### src/rtl/suspmod_pkg.sv
package suspmod_pkg;
  localparam int unsigned BYTE_W = 8;
  typedef logic [BYTE_W-1:0] byte_t;

  localparam byte_t A_PMCTL    = 8'h80;
  localparam byte_t A_IRQ_HOLD = 8'h8C;
  localparam byte_t A_VID_HOLD = 8'h8D;
  localparam byte_t A_OFF_LEN  = 8'h94;
  localparam byte_t A_ON_LEN   = 8'h95;
  localparam byte_t A_CFG      = 8'h96;

  localparam int unsigned B_MOD_EN  = 0;
  localparam int unsigned B_IRQ_SPD = 3;
  localparam int unsigned B_VID_SPD = 4;

  localparam int unsigned N_SRC   = 2;
  localparam int unsigned SRC_IRQ = 0;
  localparam int unsigned SRC_VID = 1;
endpackage

### src/rtl/suspmod_regs.sv
module suspmod_regs
  import suspmod_pkg::*;
(
  input  logic                     clk,
  input  logic                     rst_n,
  input  logic                     wr_en,
  input  byte_t                    addr,
  input  byte_t                    wdata,
  output byte_t                    rdata,
  output byte_t                    off_len,
  output byte_t                    on_len,
  output logic                     mod_en,
  output logic [N_SRC-1:0]         spd_en,
  output logic [N_SRC-1:0][BYTE_W-1:0] hold_len
);
  byte_t pm_q, irqh_q, vidh_q, off_q, on_q, cfg_q;

  always_ff @(posedge clk or negedge rst_n) begin
    if (!rst_n) begin
      pm_q   <= '0;
      irqh_q <= '0;
      vidh_q <= '0;
      off_q  <= '0;
      on_q   <= '0;
      cfg_q  <= '0;
    end else if (wr_en) begin
      case (addr)
        A_PMCTL:    pm_q   <= wdata;
        A_IRQ_HOLD: irqh_q <= wdata;
        A_VID_HOLD: vidh_q <= wdata;
        A_OFF_LEN:  off_q  <= wdata;
        A_ON_LEN:   on_q   <= wdata;
        A_CFG:      cfg_q  <= wdata;
        default: ;
      endcase
    end
  end

  logic mapped;
  always_comb begin
    mapped = 1'b1;
    rdata  = '0;
    case (addr)
      A_PMCTL:    rdata = pm_q;
      A_IRQ_HOLD: rdata = irqh_q;
      A_VID_HOLD: rdata = vidh_q;
      A_OFF_LEN:  rdata = off_q;
      A_ON_LEN:   rdata = on_q;
      A_CFG:      rdata = cfg_q;
      default:    mapped = 1'b0;
    endcase
  end

  assign off_len           = off_q;
  assign on_len            = on_q;
  assign mod_en            = cfg_q[B_MOD_EN];
  assign spd_en[SRC_IRQ]   = pm_q[B_IRQ_SPD];
  assign spd_en[SRC_VID]   = pm_q[B_VID_SPD];
  assign hold_len[SRC_IRQ] = irqh_q;
  assign hold_len[SRC_VID] = vidh_q;

  p_unmapped_reads_zero_r2: assert property (@(posedge clk) disable iff (!rst_n)
    !mapped |-> rdata == '0);
  p_off_write_lands_r2: assert property (@(posedge clk) disable iff (!rst_n)
    (wr_en && addr == A_OFF_LEN) |=> off_len == $past(wdata));
  p_unmapped_write_keeps_r2: assert property (@(posedge clk) disable iff (!rst_n)
    (wr_en && !mapped) |=> $stable(off_len) && $stable(on_len) && $stable(mod_en));
endmodule

### src/rtl/suspmod_msdiv.sv
module suspmod_msdiv #(
  parameter int unsigned TICKS_PER_MS = 31
) (
  input  logic clk,
  input  logic rst_n,
  input  logic tick,
  output logic ms_tick
);
  localparam int unsigned DW = (TICKS_PER_MS > 1) ? $clog2(TICKS_PER_MS) : 1;
  localparam logic [DW-1:0] LAST = DW'(TICKS_PER_MS - 1);

  logic [DW-1:0] cnt_q;
  logic          wrap;

  assign wrap    = (cnt_q == LAST);
  assign ms_tick = tick & wrap;

  always_ff @(posedge clk or negedge rst_n) begin
    if (!rst_n)    cnt_q <= '0;
    else if (tick) cnt_q <= wrap ? '0 : cnt_q + 1'b1;
  end

  p_div_in_range_r7: assert property (@(posedge clk) disable iff (!rst_n)
    cnt_q <= LAST);
  p_div_idle_r7: assert property (@(posedge clk) disable iff (!rst_n)
    !tick |=> $stable(cnt_q));
endmodule

### src/rtl/suspmod_phase.sv
module suspmod_phase #(
  parameter int unsigned CNT_W = 8
) (
  input  logic             clk,
  input  logic             rst_n,
  input  logic             en,
  input  logic             tick,
  input  logic [CNT_W-1:0] on_len,
  input  logic [CNT_W-1:0] off_len,
  output logic             active
);
  logic             on_q;
  logic [CNT_W-1:0] rem_q;
  logic [CNT_W-1:0] len_next, len_same;
  logic             boundary;

  assign len_next = on_q ? off_len : on_len;
  assign len_same = on_q ? on_len  : off_len;
  assign boundary = (rem_q <= CNT_W'(1));

  always_ff @(posedge clk or negedge rst_n) begin
    if (!rst_n) begin
      on_q  <= 1'b0;
      rem_q <= '0;
    end else if (!en) begin
      on_q  <= 1'b0;
      rem_q <= '0;
    end else if (tick) begin
      if (!boundary) begin
        rem_q <= rem_q - 1'b1;
      end else if (len_next != '0) begin
        on_q  <= ~on_q;
        rem_q <= len_next;
      end else if (len_same != '0) begin
        rem_q <= len_same;
      end else begin
        on_q  <= 1'b0;
        rem_q <= '0;
      end
    end
  end

  assign active = on_q;

  p_disabled_idle_r4: assert property (@(posedge clk) disable iff (!rst_n)
    !en |=> !active && rem_q == '0);
  p_count_down_r3: assert property (@(posedge clk) disable iff (!rst_n)
    (en && tick && !boundary) |=> (rem_q == $past(rem_q) - 1'b1) && $stable(on_q));
  p_both_zero_idle_r5: assert property (@(posedge clk) disable iff (!rst_n)
    (en && tick && boundary && on_len == '0 && off_len == '0) |=> !active);
  p_on_has_length_r5: assert property (@(posedge clk) disable iff (!rst_n)
    active |-> rem_q != '0);
endmodule

### src/rtl/suspmod_holdoff.sv
module suspmod_holdoff #(
  parameter int unsigned CNT_W = 8
) (
  input  logic             clk,
  input  logic             rst_n,
  input  logic             spd_en,
  input  logic             evt,
  input  logic             ms_tick,
  input  logic [CNT_W-1:0] load_val,
  output logic             busy
);
  logic [CNT_W-1:0] cnt_q;

  always_ff @(posedge clk or negedge rst_n) begin
    if (!rst_n)                       cnt_q <= '0;
    else if (!spd_en)                 cnt_q <= '0;
    else if (evt)                     cnt_q <= load_val;
    else if (ms_tick && cnt_q != '0)  cnt_q <= cnt_q - 1'b1;
  end

  assign busy = (cnt_q != '0);

  p_reload_wins_r10: assert property (@(posedge clk) disable iff (!rst_n)
    (spd_en && evt) |=> cnt_q == $past(load_val));
  p_disarm_clears_r11: assert property (@(posedge clk) disable iff (!rst_n)
    !spd_en |=> !busy);
  p_hold_steady_r8: assert property (@(posedge clk) disable iff (!rst_n)
    (spd_en && !evt && !ms_tick) |=> $stable(cnt_q));
endmodule

### src/rtl/suspmod_throttle.sv
module suspmod_throttle
  import suspmod_pkg::*;
#(
  parameter int unsigned TICKS_PER_MS = 31
) (
  input  logic       clk,
  input  logic       rst_n,
  input  logic       tick_i,
  input  logic       wr_en,
  input  logic [7:0] reg_addr,
  input  logic [7:0] reg_wdata,
  output logic [7:0] reg_rdata,
  input  logic       irq_evt_i,
  input  logic       vid_evt_i,
  output logic       susp_n_o
);
  byte_t                        off_len, on_len;
  logic                         mod_en;
  logic [N_SRC-1:0]             spd_en;
  logic [N_SRC-1:0][BYTE_W-1:0] hold_len;
  logic [N_SRC-1:0]             evt_vec, busy_vec;
  logic                         ms_tick, phase_on, hold_any;

  suspmod_regs u_regs (
    .clk(clk), .rst_n(rst_n), .wr_en(wr_en), .addr(reg_addr), .wdata(reg_wdata),
    .rdata(reg_rdata), .off_len(off_len), .on_len(on_len), .mod_en(mod_en),
    .spd_en(spd_en), .hold_len(hold_len)
  );

  suspmod_msdiv #(.TICKS_PER_MS(TICKS_PER_MS)) u_div (
    .clk(clk), .rst_n(rst_n), .tick(tick_i), .ms_tick(ms_tick)
  );

  suspmod_phase #(.CNT_W(BYTE_W)) u_phase (
    .clk(clk), .rst_n(rst_n), .en(mod_en), .tick(tick_i),
    .on_len(on_len), .off_len(off_len), .active(phase_on)
  );

  assign evt_vec[SRC_IRQ] = irq_evt_i;
  assign evt_vec[SRC_VID] = vid_evt_i;

  for (genvar s = 0; s < N_SRC; s++) begin : g_hold
    suspmod_holdoff #(.CNT_W(BYTE_W)) u_hold (
      .clk(clk), .rst_n(rst_n), .spd_en(spd_en[s]), .evt(evt_vec[s]),
      .ms_tick(ms_tick), .load_val(hold_len[s]), .busy(busy_vec[s])
    );
  end

  assign hold_any = |busy_vec;
  assign susp_n_o = ~(mod_en & phase_on & ~hold_any);

  p_hold_releases_r8: assert property (@(posedge clk) disable iff (!rst_n)
    hold_any |-> susp_n_o);
  p_disabled_runs_r4: assert property (@(posedge clk) disable iff (!rst_n)
    !mod_en |-> susp_n_o);
endmodule

### config.mk
export PLATFORM = sky130hd
export DESIGN_NAME = suspmod_throttle
export DESIGN_NICKNAME = d
export VERILOG_FILES = /design/src/rtl/suspmod_pkg.sv /design/src/rtl/suspmod_regs.sv /design/src/rtl/suspmod_msdiv.sv /design/src/rtl/suspmod_phase.sv /design/src/rtl/suspmod_holdoff.sv /design/src/rtl/suspmod_throttle.sv
export SDC_FILE = /design/constraint.sdc
export NUM_CORES = 1
export LEC_CHECK = 0
export BUFFER_PORTS_ARGS = -buffer_cell sky130_fd_sc_hd__buf_2
export CAP_MARGIN = 0
export CORE_MARGIN = 1.5
export CORE_UTILIZATION = 55
export DETAILED_ROUTE_END_ITERATION = 12
export PLACE_DENSITY = 0.73
export SETUP_SLACK_MARGIN = 0.05
export SYNTH_ARGS = -nofsm -noshare
export SYNTH_HDL_FRONTEND = slang
export SYNTH_SLANG_ARGS = --single-unit
### constraint.sdc
create_clock -name clk -period 5.8 [get_ports clk]
set_input_delay 0.29 -clock clk [delete_from_list [all_inputs] [get_ports clk]]
set_output_delay 0.29 -clock clk [all_outputs]
set_load 0.03 [all_outputs]
== Word-level counts from Yosys, hierarchy flattened ==
Index checks and enable logic that the tools add are counted.

* Output and inout bits: 9
* Register bits: 78
* Input bits: 22
* Word-level logic and storage cells: 68

* Bitwise gates (word level): 6
* Add/subtract/negate cells: 4
* Order comparisons: 1
* Reduce and logical (&&, ||, !) cells: 14
* Muxes and demuxes: 20
* Equal/unequal tests: 12

{| class="wikitable"
|+ Operator list
! operator !! number
|-
| 2-to-1 mux 8 bit || 13
|-
| equality test 8 bit (second input constant) || 6
|-
| one-hot mux 8 bit (6 select lines) || 1
|-
| nonzero test 8 bit || 4
|-
| subtractor 8 x 1 -> 8 bit (second input constant) || 3
|-
| AND reduction 2 bit || 6
|-
| != test 3 x 2 -> 1 bit (second input constant) || 3
|-
| less-or-equal comparator 8 x 1 -> 1 bit (second input constant) || 1
|-
| adder 5 x 1 -> 5 bit (second input constant) || 1
|-
| equality test 5 bit (second input constant) || 1
|-
| 2-to-1 mux 1 bit || 5
|-
| 2-to-1 mux 5 bit || 1
|-
| bitwise AND 1 bit || 3
|-
| NOT 1 bit || 3
|-
| AND reduction 3 bit || 1
|-
| logical AND 1 bit || 2
|-
| != test 2 x 1 -> 1 bit (second input constant) || 1
|-
| != test 2 bit (second input constant) || 1
|-
| OR reduction 2 bit || 1
|}

== Longest topological paths before layout ==
Gate-level depths: netlist (run 1).

* Depth in word-level cells: 7
* Mapped depth: 7
* Depth with buffers taken out: 6

== Cells and area by module ==
Synthesis (run 1) repeated with hierarchy kept, for this count alone.

* Cells, all modules: 448
* Area total of the unflattened synthesis: 4,745.8 µm²

{| class="wikitable"
|+ By module, submodules not included
! module !! area each (µm²) !! times used !! cells an instance !! sequential area each (µm²)
|-
| suspmod_regs || 2,357.3 || 1 || 178 || 1,201.2
|-
| suspmod_phase || 993.5 || 1 || 116 || 225.2
|-
| suspmod_holdoff (g_hold[1].u_hold) || 553.0 || 1 || 61 || 200.2
|-
| suspmod_holdoff (g_hold[0].u_hold) || 550.5 || 1 || 63 || 200.2
|-
| suspmod_msdiv || 280.3 || 1 || 29 || 125.1
|-
| suspmod_throttle || 11.3 || 1 || 1 || 0.0
|}

== Worst setup path before layout (run 1) ==
Ideal clock, no wire load.

* Path type: reg2reg
* Start point: register u_phase.rem_q[5]
* End point: register u_phase.rem_q[7]
* Buffers on the path: 1
* Period minus slack after synthesis: 1,960 ps
* Slack: 3,840 ps
* Required time: 5,678 ps
* Cell stages (with the launch flop): 6
* Data arrival time: 1,838 ps
* Library setup time: 122 ps
* Cells stage by stage: dfrtp_1 > or4_1 > or4_4 > buf_6 > a221o_1 > o2111a_1

* Word-level cells in the longest chain between the ends: 4
* Elaborated cells on any way between the ends: 5
* Classes of those cells: add/sub: 1; order compare: 1; mux: 3

{| class="wikitable"
|+ RTL lines
! item !! RTL line !! source
|-
| from (decl) || suspmod_phase.sv:13 || <nowiki>logic [CNT_W-1:0] rem_q;</nowiki>
|-
| from (signal assigned) || suspmod_phase.sv:30 || <nowiki>rem_q <= rem_q - 1'b1;</nowiki>
|-
| from (signal assigned) || suspmod_phase.sv:33 || <nowiki>rem_q <= len_next;</nowiki>
|-
| from (signal assigned) || suspmod_phase.sv:35 || <nowiki>rem_q <= len_same;</nowiki>
|-
| subtractor 8 x 1 -> 8 bit or less-or-equal comparator 8 x 1 -> 1 bit (tied branches) || suspmod_phase.sv:30, suspmod_phase.sv:19 ||
|-
| 2-to-1 mux 8 bit (*) || suspmod_phase.sv:29 || <nowiki>if (!boundary) begin</nowiki>
|-
| 2-to-1 mux 8 bit (*) || suspmod_phase.sv:28 || <nowiki>end else if (tick) begin</nowiki>
|-
| 2-to-1 mux 8 bit (*) || suspmod_phase.sv:25 || <nowiki>end else if (!en) begin</nowiki>
|}

Mark *: on every way between the ends. The rest lies on a longest branch, timed or not. The select of a mux whose other input is x is not followed.
A chain may end at the register's enable or synchronous reset.

== Final worst setup path (run 1) ==
* Start point: register g_hold[1].u_hold.cnt_q[4]
* End point: output port susp_n_o

* Word-level cells in the longest chain between the ends: 5

{| class="wikitable"
|+ RTL lines
! item !! RTL line !! source
|-
| from (decl) || suspmod_holdoff.sv:12 || <nowiki>logic [CNT_W-1:0] cnt_q;</nowiki>
|-
| from (signal assigned) || suspmod_holdoff.sv:17 || <nowiki>else if (evt) cnt_q <= load_val;</nowiki>
|-
| from (signal assigned) || suspmod_holdoff.sv:18 || <nowiki>else if (ms_tick && cnt_q != '0) cnt_q <= cnt_q - 1'b1;</nowiki>
|-
| nonzero test 8 bit || suspmod_holdoff.sv:21 || <nowiki>assign busy = (cnt_q != '0);</nowiki>
|-
| OR reduction 2 bit || suspmod_throttle.sv:49 || <nowiki>assign hold_any = |busy_vec;</nowiki>
|-
| NOT 1 bit || suspmod_throttle.sv:50 || <nowiki>assign susp_n_o = ~(mod_en & phase_on & ~hold_any);</nowiki>
|-
| bitwise AND 1 bit || suspmod_throttle.sv:50 ||
|-
| NOT 1 bit || suspmod_throttle.sv:50 ||
|-
| to (decl) || suspmod_throttle.sv:15 || <nowiki>output logic susp_n_o</nowiki>
|}

Every way passes these cells.

==> results by group, run 1 <==
Worst setup path
  – Crit start category: flop
  – Worst Path Arrival: 2510 ps
  – CP Max Fanout: 13
  – Max stage delay on crit path: 850 ps
  – CP cell instances: or3_1 > nor4b_2 > nand4_1 > buf_2
  – R2r setup slk: 3520 ps
  – CP delay by family, top: simple AND/OR/NAND/NOR gates
  – CP Capture Type: output port
  – CP required: 5510 ps
  – Worst path slowest cell: nor4b_2
  – FF-to-FF path depth: 4
  – Worst r2r src: g_hold[1].u_hold.cnt_q[4]
  – R2R Path End: g_hold[1].u_hold.cnt_q[3]
  – WP buf/inv: 1
  – Type of the worst setup path: reg -> out

Clock tree
  – Num CTS Buffers: 9
  – Post-CTS Setup Repair Bufs: 0
  – CTS sink count: 78
  – Worst-Skew Late Latency: 360 ps
  – CTS tree: done
  – CTS Root Cell: clkbuf_8
  – H-tree levels: 3
  – CTS hold repair buffers: 0
  – CTS resizes: 0
  – Max Root-Sink Buffers: 2
  – Clk slew on worst S/H paths: 80 ps

Placed design
  – Post-Place Cells: 505
  – Dpl hpwl: 6.96 mm
  – GPL Wtd Cong: 0.881
  – Port Buffers: 30

Synth
  – Largest area contributor in the netlist: dfrtp_1
  – Register area share after synthesis: 0.456
  – Syn nets: 424
  – Netlist Area Pre-Place: 4280 µm²
  – Post-Synthesis Cells: 394
  – Post-synth top flop: dfrtp_1
  – Distinct cells, synth: 63
  – Area contributors post-synth: dfrtp_1, mux2_2, o21ai_0, ha_1, nor2_1
  – Synth Register Bits: 78
  – Ys Warns: 0
  – Ys async rst share: 1.00
  – EDFF count, synth: 0
  – Share of the synthesized area in the top cell type: 0.456
  – Most numerous cell in the Yosys netlist: dfrtp_1
  – Synth top cells by count: dfrtp_1, mux2_2, o21ai_0
  – Mean Syn Cell Area: 10.9 µm²

Drt
  – WL/cell: 19.4 µm
  – TritonRoute pass-1 iters: 4
  – Via Count: 3355
  – Post-route DRC violation count: 0
  – Initial DRC count: 251
  – Routed Antenna Nets: 0
  – Vias/cell: 6.44
  – Total wire length: 10.1 mm

Power
  – Lkg Pwr: 2.10 nW
  – Combinational share of power: 0.125
  – Clock power frac: 0.356
  – Pwr Density: 253 nW/µm²
  – Overall Power: 1.18 mW
  – Int Power: 0.841 mW
  – VDD IR max: 0.211 mV
  – Register share of total power: 0.518
  – Switch Pwr: 0.342 mW
  – Switch share: 0.289

Timing
  – Fin crit share: 0.482
  – Clk_skew: 7.63 ps
  – Least-Margin Pin Slew: 1000 ps
  – Hold_ws: 91.0 ps
  – Final setup vio count: 0
  – Setup TNS Final: 0 ps
  – Fmax: 357 MHz
  – Hold Vio Cnt, Final: 0
  – Fin. max-slew vios: 0
  – RSZ-0062 raised after global routing: no
  – Period minus WS final: 2800 ps
  – Slew HR: 0.332

Die
  – Die Ht: 91.3 µm
  – Core area: 7410 µm²
  – Die Wd: 91.3 µm
  – Row count: 31
  – Initial core utilization: 0.578
  – Die Footprint: 8330 µm²
  – IO Count: 31

Global routing
  – GRT Resource Usage Total: 0.255
  – Vias in the first global route: 3251
  – Grt ovf: 0
  – Antenna violations before repair: 0
  – Global-route wire length before repair: 16.6 mm
  – Largest net degree at the start of global routing: 79

Min path
  – Worst Hold Class: in -> async

Run status
  – Status: finished clean

Cells and area
  – Fill cell total of the finished layout: 616
  – Share of post-route cells with drive strength above 1: 0.273
  – # nets final: 447
  – # diodes: 0
  – Area growth, synth to finish: 9.20%
  – Post-route insts no fill: 521

Job
  – Max-cap violations: 0
==> area by class of cell <==
cell class / count / area [µm²] / area share
clock buffer: 10 / 128 / 0.0273
clock inverter: 6 / 71.3 / 0.0152
inverter: 14 / 52.6 / 0.0112
multi-input combinational: 284 / 2200 / 0.470
sequential: 78 / 1950 / 0.417
tap: 99 / 124 / 0.0265
timing repair buffer: 30 / 153 / 0.0326
==> power by group through the flow <==
stage          clock network (mW)  logic (mW)  registers (mW)
2_1_floorplan                   0       0.106           0.608
3_3_place_gp                    0       0.142           0.621
3_5_place_dp                    0       0.148           0.623
4_1_cts                     0.426       0.149           0.612
5_1_grt                     0.452       0.170           0.618
6_report                    0.421       0.148           0.613
==> cell usage in the layout, fill, tap and decap left out, drive strengths merged, types with 3 or more instances in the layout <==
cell type / instances
nand3: 14
nand4: 5
a22oi: 5
mux2i: 7
or3: 6
a221o: 8
o31ai: 5
dfrtp: 78
nor2: 21
o311a: 4
buf: 30
nor2b: 6
nor4: 7
nand2b: 4
o21ai: 27
o211ai: 3
a31oi: 8
a21oi: 7
o21a: 4
or4: 8
clkbuf: 10
nand2: 10
a221oi: 4
ha: 8
nor3: 4
a2bb2oi: 6
or2: 5
mux2: 56
and3: 5
inv: 15
==> worst register-to-register path: stages, from the launching register on <==
cell and delay [ps]:
dfrtp_1 400, or3_1 450, nor4b_2 850, nor3_1 110
o311a_1 370
==> registers in the layout, indices dropped and copies added, names as in the netlist <==
name,cells
g_hold.u_hold.cnt_q,16
u_div.cnt_q,5
u_phase.active,1
u_phase.rem_q,8
u_regs.cfg_q,8
u_regs.irqh_q,8
u_regs.off_len,8
u_regs.on_len,8
u_regs.pm_q,8
u_regs.vidh_q,8
==> worst max-delay path by stage <==
stage,from,endpoint,cells after the start
floorplan,u_phase.rem_q[5],u_phase.rem_q[7],5
CTS,g_hold[1].u_hold.cnt_q[4],susp_n_o,4
detailed placement,g_hold[1].u_hold.cnt_q[4],susp_n_o,4
global placement,g_hold[1].u_hold.cnt_q[4],susp_n_o,4
finish,g_hold[1].u_hold.cnt_q[4],susp_n_o,4
global route,g_hold[1].u_hold.cnt_q[4],susp_n_o,4
==> per-layer routing <==
layer	wire, µm	up-vias	share of wire	track usage
li1	-	1565	-	-
met4	193	0	0.019	0.0703
met2	4770	101	0.47	0.397
met5	0	-	0	0
met1	4620	1676	0.46	0.366
met3	506	13	0.050	0.0477
==> cell families after synthesis <==
kind of cell	Yosys count	share of synthesized area
AOI/OAI and AO/OA	103	0.175
xor gates and xnor gates	1	0.00204
adders and majority gates	8	0.0234
buffers and inverters	32	0.0313
DFF	78	0.456
muxes	63	0.164
and+or+nand+nor	109	0.150
==> metrics by stage <==
stage | utilization | area, µm² | worst slack (ps)
2_1_floorplan | - | 4280 | 3840
3_3_place_gp | 0.605 | 4480 | 3480
3_5_place_dp | 0.605 | 4480 | 3400
4_1_cts | 0.631 | 4680 | 3000
5_1_grt | 0.631 | 4680 | 2830
6_report | 0.631 | 4680 | 3000
Note: power is estimated with default switching activity, not from simulation.
==> run 2, diff against run 1 <==
- clock period: 5.8 -> 2.74 ns (I/O delays scaled with it)
==> run 2 against run 1 <==
Compared with the run above: utilization grew 0.47 points; wire length shrank 3.7%; global-route usage shrank 0.80 points; largest power group unchanged; clock skew grew 2.7 ps; combinational power grew 110%; die area is the same; non-clock buffer count grew 7; critical endpoint is now g_hold[0].u_hold.cnt_q[6]; power grew 100%; clock power grew 88%.
==> results by group, run 2 (synthesis gave the netlist of run 1 again) <==
Run status
  – Status: finished clean

Placed design
  – GPL Wtd Cong: 0.831
  – Post-Place Cells: 511
  – Placement Setup Slack: 606 ps
  – Dpl hpwl: 6.83 mm
  – Port Buffers: 30

Clock tree
  – Num CTS Buffers: 9
  – CTS resizes: 0
  – Post-CTS Setup Repair Bufs: 0
  – CTS Root Cell: clkbuf_8
  – CTS hold repair buffers: 1
  – CTS tree: done
  – CTS sink count: 78
  – H-tree levels: 3
  – Worst-Skew Late Latency: 340 ps
  – Clk slew on worst S/H paths: 90 ps
  – Max Root-Sink Buffers: 2

Timing
  – Worst setup margin: 540 ps
  – Fin crit share: 0.803
  – Hold Vio Cnt, Final: 0
  – Fmax: 455 MHz
  – Period minus WS final: 2200 ps
  – Least-Margin Pin Slew: 986 ps
  – Clk_skew: 10.3 ps
  – Slew HR: 0.343
  – Setup TNS Final: 0 ps
  – Fin. max-slew vios: 0
  – RSZ-0062 raised after global routing: no
  – Final setup vio count: 0

Worst setup path
  – R2R Path End: g_hold[0].u_hold.cnt_q[6]
  – Setup crit start: u_div.cnt_q[0]
  – Type of the worst setup path: reg -> reg
  – CP Capture Type: flop
  – Worst path slowest cell: or4b_2
  – FF-to-FF path depth: 6
  – R2r setup slk: 540 ps
  – CP required: 3000 ps
  – CP delay by family, top: simple AND/OR/NAND/NOR gates
  – Crit start category: flop
  – Cell depth of the worst setup path: 6
  – Max stage delay on crit path: 650 ps
  – CP cell instances: inv_1 > ha_1 > and4_1 > nand3_1 > or4b_2 > a31oi_1
  – Critical Path End: g_hold[0].u_hold.cnt_q[6]
  – Worst Path Arrival: 2460 ps
  – WP buf/inv: 1
  – CP Max Fanout: 9
  – Worst r2r src: u_div.cnt_q[0]

Global routing
  – GRT Resource Usage Total: 0.247
  – Antenna violations before repair: 0
  – Vias in the first global route: 3134
  – Global-route wire length before repair: 16.0 mm
  – Largest net degree at the start of global routing: 79
  – Grt ovf: 0

Cells and area
  – Leading cell types in the layout, fill and taps excluded: dfrtp_1, mux2_2, buf_2, o21ai_0, nor2_1
  – Post-layout util: 0.636
  – Fill cell total of the finished layout: 593
  – Register Area: 1950 µm²
  – Area growth, synth to finish: 10.0%
  – Multi-input logic area: 2200 µm²
  – # nets final: 454
  – Commonest non-fill, non-tap cell in the layout: dfrtp_1
  – # diodes: 0
  – Share of post-route cells with drive strength above 1: 0.284
  – Most flops, register: g_hold.u_hold.cnt_q
  – Post-route insts no fill: 528
  – Max reg flops: 16

Drt
  – Total wire length: 9.72 mm
  – TritonRoute pass-1 iters: 5
  – Post-route DRC violation count: 0
  – Via Count: 3337
  – WL/cell: 18.4 µm
  – Initial DRC count: 229
  – Routed Antenna Nets: 0
  – Vias/cell: 6.32

Power
  – Pwr Density: 511 nW/µm²
  – Overall Power: 2.41 mW
  – VDD IR max: 0.351 mV
  – Lkg Pwr: 2.13 nW

Die
  – Row count: 31
  – Die Wd: 91.3 µm
  – Initial core utilization: 0.578
  – Die Footprint: 8330 µm²
  – Core area: 7410 µm²
  – IO Count: 31
  – Die Ht: 91.3 µm

Min path
  – Worst Hold Class: in -> reg

Job
  – Max-cap violations: 0
run 2: how the worst min path moves through the flow:
stage	start	end	slack, ps	cells past startpoint
2_1_floorplan	rst_n	g_hold[0].u_hold.cnt_q[0]	-160	0
3_3_place_gp	rst_n	u_div.cnt_q[3]	360	1
3_5_place_dp	rst_n	u_div.cnt_q[3]	360	1
4_1_cts	reg_wdata[1]	u_regs.on_len[1]	100	2
5_1_grt	reg_wdata[7]	u_regs.on_len[7]	110	2
6_report	reg_wdata[1]	u_regs.on_len[1]	110	2
run 2: per-stage QoR:
step,hold slack [ps],instance area (µm²)
after floorplan,-159,4280
final,114,4710
after global placement,355,4520
after global routing,109,4710
after CTS,96.1,4710
after detailed placement,358,4520
run 2: worst register-to-register path, delay by kind of cell, from the launching register on:
| kind | cells | cell delay [ps] |
|---|---|---|
| adder cells (fa/ha/maj) | 1 | 190 |
| buffers and inverters | 1 | 90 |
| AND/OR/NAND/NOR | 3 | 1270 |
| AO/OA/AOI/OAI | 1 | 170 |
| flip-flops | 1 | 410 |
run 2: report_power, final:
group | internal, mW | leakage, nW | switching, mW
Combinational | 0.139 | 0.971 | 0.178
Clock | 0.338 | 0.0866 | 0.455
Sequential | 1.22 | 1.07 | 0.0784
run 2: cell type report:
| cell class | count | share of cell area |
|---|---|---|
| Inverter | 14 | 0.0111 |
| Clock buffer | 9 | 0.0263 |
| Sequential cell | 78 | 0.414 |
| Multi-Input combinational cell | 284 | 0.466 |
| Clock inverter | 7 | 0.0117 |
| Tap cell | 99 | 0.0263 |
| Timing Repair Buffer | 37 | 0.0441 |
run 2: per-layer routing:
layer,vias up,GRT usage,share of wire,wire (µm)
li1,1584,-,-,-
met1,1638,0.360,0.48,4670
met2,96,0.363,0.45,4380
met3,19,0.0452,0.041,398
met4,0,0.102,0.027,265
met5,-,0,0,0
